<file path="config.mk">
export PLATFORM = sky130hd
export DESIGN_NAME = branchLinkSeq
export DESIGN_NICKNAME = d
export VERILOG_FILES = /design/src/rtl/blsPkg.sv /design/src/rtl/blsControl.sv /design/src/rtl/blsDatapath.sv /design/src/rtl/branchLinkSeq.sv
export SDC_FILE = /design/constraint.sdc
export NUM_CORES = 1
export LEC_CHECK = 0
export CAP_MARGIN = 10
export CORE_MARGIN = 5
export CORE_UTILIZATION = 55
export CTS_CLUSTER_DIAMETER = 30
export DETAILED_ROUTE_END_ITERATION = 8
export DONT_BUFFER_PORTS = 1
export PLACE_DENSITY = 0.7
export SYNTH_ARGS = -nofsm -noshare
export SYNTH_HDL_FRONTEND = slang
export SYNTH_SLANG_ARGS = --single-unit
</file>
<file path="constraint.sdc">
create_clock -name clk -period 4.1 [get_ports clk]
set_clock_uncertainty 0.15 [all_clocks]
set_input_delay 0.615 -clock clk [delete_from_list [all_inputs] [get_ports clk]]
set_output_delay 0.615 -clock clk [all_outputs]
set_load 0.01 [all_outputs]
</file>
<file path="src/rtl/blsPkg.sv">
package blsPkg;

  typedef enum logic [1:0] {
    ST_IDLE   = 2'd0,
    ST_REFILL = 2'd1,
    ST_ADJUST = 2'd2
  } seqState_t;

  typedef struct packed {
    logic capture;
    logic adjust;
  } dpCtl_t;

endpackage

</file>
<file path="src/rtl/blsControl.sv">
module blsControl
  import blsPkg::*;
(
  input  logic   clk,
  input  logic   rstN,
  input  logic   brIssue,
  input  logic   condPass,
  input  logic   linkBit,
  output dpCtl_t ctl,
  output logic   redirect,
  output logic   flushOut,
  output logic   linkWrEn,
  output logic   busy
);

  seqState_t state, stateNext;
  logic linkPend;
  logic take;

  assign take = brIssue && condPass && (state == ST_IDLE);

  always_comb begin
    stateNext = state;
    case (state)
      ST_IDLE:   if (take) stateNext = ST_REFILL;
      ST_REFILL: stateNext = ST_ADJUST;
      ST_ADJUST: stateNext = ST_IDLE;
      default:   stateNext = ST_IDLE;
    endcase
  end

  always_ff @(posedge clk) begin
    if (!rstN) begin
      state    <= ST_IDLE;
      linkPend <= 1'b0;
    end else begin
      state <= stateNext;
      if (take) linkPend <= linkBit;
    end
  end

  always_comb begin
    ctl.capture = take;
    ctl.adjust  = (state == ST_ADJUST);
  end

  assign redirect = take;
  assign flushOut = take;
  assign busy     = (state != ST_IDLE);
  assign linkWrEn = linkPend && busy;

endmodule

</file>
<file path="src/rtl/blsDatapath.sv">
module blsDatapath
  import blsPkg::*;
#(
  parameter int ADDR_W   = 32,
  parameter int OFF_W    = 24,
  parameter int SHIFT    = 2,
  parameter int PC_AHEAD = 8,
  parameter int INSTR_W  = 4 << SHIFT
) (
  input  logic              clk,
  input  logic              rstN,
  input  dpCtl_t            ctl,
  input  logic [31:0]       instr,
  input  logic [ADDR_W-1:0] pcValue,
  output logic [ADDR_W-1:0] fetchAddr,
  output logic [ADDR_W-1:0] linkWrData
);

  localparam int EXT_W = ADDR_W - OFF_W;
  localparam logic [ADDR_W-1:0] CORR = ADDR_W'(PC_AHEAD - (INSTR_W / 4));

  logic [OFF_W-1:0]  offField;
  logic [ADDR_W-1:0] offExt;
  logic [ADDR_W-1:0] linkReg;

  assign offField  = instr[OFF_W-1:0];
  assign offExt    = {{EXT_W{offField[OFF_W-1]}}, offField};
  assign fetchAddr = pcValue + (offExt << SHIFT);

  always_ff @(posedge clk) begin
    if (!rstN) linkReg <= '0;
    else if (ctl.capture) linkReg <= pcValue;
  end

  assign linkWrData = ctl.adjust ? (linkReg - CORR) : linkReg;

endmodule

</file>
<file path="src/rtl/branchLinkSeq.sv">
module branchLinkSeq
  import blsPkg::*;
#(
  parameter int ADDR_W   = 32,
  parameter int OFF_W    = 24,
  parameter int LINK_BIT = 24,
  parameter int SHIFT    = 2,
  parameter int PC_AHEAD = 8
) (
  input  logic              clk,
  input  logic              rstN,
  input  logic              brIssue,
  input  logic              condPass,
  input  logic [31:0]       instr,
  input  logic [ADDR_W-1:0] pcValue,
  output logic              fetchRedirect,
  output logic [ADDR_W-1:0] fetchAddr,
  output logic              flush,
  output logic              linkWrEn,
  output logic [ADDR_W-1:0] linkWrData,
  output logic              busy
);

  dpCtl_t ctl;

  blsControl uCtl (
    .clk      (clk),
    .rstN     (rstN),
    .brIssue  (brIssue),
    .condPass (condPass),
    .linkBit  (instr[LINK_BIT]),
    .ctl      (ctl),
    .redirect (fetchRedirect),
    .flushOut (flush),
    .linkWrEn (linkWrEn),
    .busy     (busy)
  );

  blsDatapath #(
    .ADDR_W   (ADDR_W),
    .OFF_W    (OFF_W),
    .SHIFT    (SHIFT),
    .PC_AHEAD (PC_AHEAD)
  ) uDp (
    .clk        (clk),
    .rstN       (rstN),
    .ctl        (ctl),
    .instr      (instr),
    .pcValue    (pcValue),
    .fetchAddr  (fetchAddr),
    .linkWrData (linkWrData)
  );

endmodule

</file>
# Yosys cells after proc, flatten, opt, wreduce, memory -nomap -nowiden

Cells that the tools add are included.

Word-level logic and storage cells: 16
Bits of input ports: 68
Bits in registers: 35
Output and inout port bits: 68

Mux-type cells: 3
Reductions and logical operators: 5
Eq/ne operators: 3
Add/sub/neg operators: 2

Operators by type and width:

| cell                                                                  | count |
|---|---|
| 32-bit adder                                                          | 1 |
| 32-bit 2-to-1 mux                                                     | 1 |
| 32-bit by 3-bit subtractor with 32-bit output (second input constant) | 1 |
| 2-bit one-hot mux with 2 select lines                                 | 1 |
| 1-bit logical AND                                                     | 3 |
| 2-bit by 1-bit == test with 1-bit output (second input constant)      | 1 |
| 2-bit == test (second input constant)                                 | 1 |
| 2-bit zero test                                                       | 1 |
| 2-bit 2-to-1 mux                                                      | 1 |
| 2-bit inequality test (second input constant)                         | 1 |
| 2-bit nonzero test                                                    | 1 |

# Depth between registers and ports, before layout

Depth after elaboration: 4
Depth in mapped cells: 10
Gate-level depth less buffers: 10

# Cells and area by module

From an unflattened synthesis, not the netlist that was laid out.

Cell total of the unflattened synthesis: 444
Area total of the unflattened synthesis: 3,604.7 um2

Modules (own cells, without submodules):

| module      | area each (um2) | instances | cells an instance |
|---|---|---|---|
| blsDatapath | 3,462.1         | 1         | 429 |
| blsControl  | 142.6           | 1         | 15 |

# Least setup slack after synthesis

Ideal clock, no wire load.

Kind: input to output
Start point: input port instr[3]
End point: output port fetchAddr[21]
Setup slack: 0.868 ns
Cell stages on the path: 7
Required time: 3.335 ns
Arrival time: 2.467 ns
Path buffers: 0
Path through: ha_1 and2_1 a221oi_2 a21oi_1 nor3_1 o21ai_0 o311ai_1

Cells in the longest elaborated chain, start to end: 1

Ends and longest elaborated chain:

| what            | RTL line            | source |
|---|---|---|
| start, declared | branchLinkSeq.sv:14 | `input logic [31:0] instr,` |
| 32-bit adder    | blsDatapath.sv:28   | `assign fetchAddr = pcValue + (offExt << SHIFT);` |
| end, declared   | branchLinkSeq.sv:17 | `output logic [ADDR_W-1:0] fetchAddr,` |

No other way between the ends.

# Worst setup path in the final report

Start point: input port instr[3]
End point: output port fetchAddr[27]

The elaborated chain is that of the path after synthesis.

==> impl_metrics.json <==
{
  "status": "completed",
  "gp_congestion": 0.921,
  "die_y_um": 89.7,
  "final.period_utilization_pct": 89.4,
  "fillCellCount": 643,
  "hold_path.startpoint": "rstN",
  "clock_path_buffers": 2,
  "synth_edf_count": 0,
  "crit_path_end_kind": "output pin",
  "cts_max_level": 2,
  "busiest_layer": "met2",
  "cts_tree": "yes",
  "path_class": "in2out",
  "postCtsSetupRepairBufs": 0,
  "r2r_slack_ns": 1.99,
  "timing.rr.start": "uCtl.state[1]",
  "r2r-end": "uDp.linkReg[22]",
  "grt_max_degree": 36,
  "grt_setup_unrepaired": "no",
  "antenna_found_initial": 0,
  "setup_violations": 0,
  "yosys-top-cells-area": "dfxtp_1 (20%), ha_1 (11%), nand2_1 (10%), xnor2_1 (8.5%), a21boi_0 (7.3%)",
  "hpwlAfterDp_um": 7460,
  "grt.met3_usage_pct": 4.84,
  "ioPinCount": 136,
  "areaGrowthSynthToFinish_pct": 3.65,
  "worst-path-max-fanout": 4,
  "start_util_pct": 55.7,
  "die_area_mm2": 0.00805,
  "leakage_nw": 1.48,
  "slowest_delay_ns": 0.54,
  "met1_usage_pct": 28.2,
  "drt-wirelength-per-cell_um": 16.7,
  "dp_slack_ns": 0.470,
  "hold_path_class": "in2reg",
  "timing.final.hold_violations": 0,
  "cp-start-kind": "input port",
  "fin_ws_ns": 0.435,
  "cp_cell_sequence": "ha_1, and2_1, a221oi_2, a21oi_1, o311ai_1, a21oi_1, a211oi_1, xnor2_1",
  "whs_ns": 0.312,
  "worstPathArrival_ns": 2.90,
  "synth_flop_cell": "dfxtp_1",
  "n_antenna_cell": 0,
  "grt_overflow": 0,
  "cap_violations": 0,
  "max_freq_mhz": 273,
  "ys_warn_count": 0,
  "coreArea_mm2": 0.00628,
  "yosysTopAreaCell": "dfxtp_1",
  "ir_worst_vdd_v": 0.000188,
  "cts-hold-fix-buffers": 0,
  "clk_latency_ns": 0.28,
  "die_x_um": 89.7,
  "met2_usage_pct": 34.2,
  "io_buffer_count": 0,
  "grt_pass1_vias": 3078,
  "drt_wl_total_um": 9000,
  "cp-startpoint": "instr[3]",
  "synthDominantCellAreaShare_pct": 20.1,
  "dr.pass1.iters": 6,
  "async_flop_share_pct": 0,
  "cts-root-buf": "clkbuf_8",
  "detail-route-antenna-nets": 0,
  "synth_cells": 475,
  "cts.repair.resized": 0,
  "netlist_area_mm2": 0.00349,
  "tns_ns": 0,
  "dp.cells": 532,
  "ys_ff_latch": 35,
  "reg2reg_depth": 7,
  "grt_usage_pct": 21.5,
  "path_common_cell": "a21oi_1",
  "min_period_ns": 3.67,
  "drive_gt1_share_pct": 4.54,
  "yosysMostFrequentCell": "nand2_1",
  "synth.avg_cell_area_um2": 7.36,
  "critical_path_required_ns": 3.34,
  "stdcell_count": 540,
  "slew_headroom_pct": 52.0,
  "vias": 3253,
  "dpl_cell_area_mm2": 0.00350,
  "drc": 0,
  "grt_pass1_wl_um": 14800,
  "clk_pin_slew_ns": 0.07,
  "cts.sinks": 35,
  "ys_top_cells_by_count": "nand2_1 (97), dfxtp_1 (35), a21boi_0 (34), xnor2_1 (34), ha_1 (30)",
  "drt_iter0_drc": 131,
  "critPathCapture": "fetchAddr[27]",
  "slew_viol_final": 0,
  "cpMaxStageDelayCell": "o311ai_1",
  "fin_nets": 561,
  "fin_area_mm2": 0.00362,
  "tritoncts.num_buffers": 5,
  "via_per_inst": 6.02,
  "worst_slew_pin_slew_ns": 0.714,
  "power_density_mw_per_mm2": 300,
  "yosys.cell_types.count": 52,
  "syn-num-nets": 574,
  "yosysSeqAreaShare_pct": 20.1,
  "rows": 29
}
logic make-up (layout without fill, tap and decap cells):
group / count (synthesis) / after routing / synth area share (%)
XOR/XNOR: 53 / 53 / 13.3
flip-flops: 35 / 35 / 20.1
buffers and inverters: 34 / 22 / 4.19
adder cells (fa/ha/maj): 31 / 31 / 11.3
multiplexers: 1 / 1 / 0.286
AND/OR/NAND/NOR: 196 / 196 / 27.1
AO/OA/AOI/OAI: 125 / 125 / 23.8
per-stage QoR:
stage	power (W)	utilization [%]
6_report	0.00109	57.7
5_1_grt	0.00116	57.7
4_1_cts	0.00110	57.7
3_5_place_dp	0.000777	55.8
3_3_place_gp	0.000770	55.8
2_1_floorplan	0.000715	-
worst max-delay path: cells and delay by family:
kind	cells	cell delay, ns
simple gates	1	0.20
fa+ha+maj	1	0.33
compound gates	5	1.51
xor+xnor	1	0.23
cell type report:
type / count / area (um^2) / area share, %
clock inverter: 2 / 35.0 / 0.967
tap: 77 / 96.3 / 2.66
clock buffer: 6 / 82.6 / 2.28
timing repair buffer: 2 / 15.0 / 0.415
inverter: 12 / 45.0 / 1.24
multi-input combinational: 406 / 2650 / 73.1
sequential: 35 / 701 / 19.3
cell usage in the layout (no fill, tap or decap), types with 4 or more instances in the layout:
cell / netlist / layout
a21boi_0: 34 / 34
a21o_1: 10 / 10
nand3_1: 12 / 12
o21bai_1: 4 / 4
a21oi_1: 26 / 26
nand2_1: 97 / 97
and3_1: 6 / 6
dfxtp_1: 35 / 35
a31oi_1: 9 / 9
ha_1: 30 / 30
nand4_1: 4 / 4
inv_1: 11 / 11
xor2_1: 19 / 19
nor3_1: 11 / 11
nor2b_1: 4 / 4
o21ai_0: 21 / 21
nand3b_1: 5 / 5
and2_1: 5 / 5
a211oi_1: 5 / 5
nor2_1: 29 / 29
xnor2_1: 34 / 34
clkbuf_8: 0 / 6
flip-flops by register name (all words and copies together), names as in the netlist:
register       count
uDp.linkReg       32
uCtl.state         2
uCtl.linkPend      1
where the power goes:
group	switching (W)	leakage, nW	internal, W
Clock	0.000118	0.0612	0.000197
Sequential	0.0000189	0.286	0.000356
Combinational	0.000249	1.13	0.000148
how the worst min path moves through the flow:
stage,to,slack [ns],cells past startpoint
after floorplan,uCtl.state[1],0.28,2
after global placement,uCtl.state[1],0.29,2
after detailed placement,uCtl.state[1],0.30,2
after CTS,uCtl.state[0],0.29,1
after global routing,uCtl.state[0],0.29,1
final,uCtl.state[0],0.31,1
layer usage:
| metal | wire length [um] | share of wire (%) | up-vias |
|---|---|---|---|
| li1 | - | - | 1636 |
| met1 | 4240 | 47 | 1473 |
| met2 | 3910 | 43 | 121 |
| met3 | 577 | 6.4 | 23 |
| met4 | 278 | 3.1 | 0 |
| met5 | 0 | 0 | - |
Power figures use the tool's default switching activity.
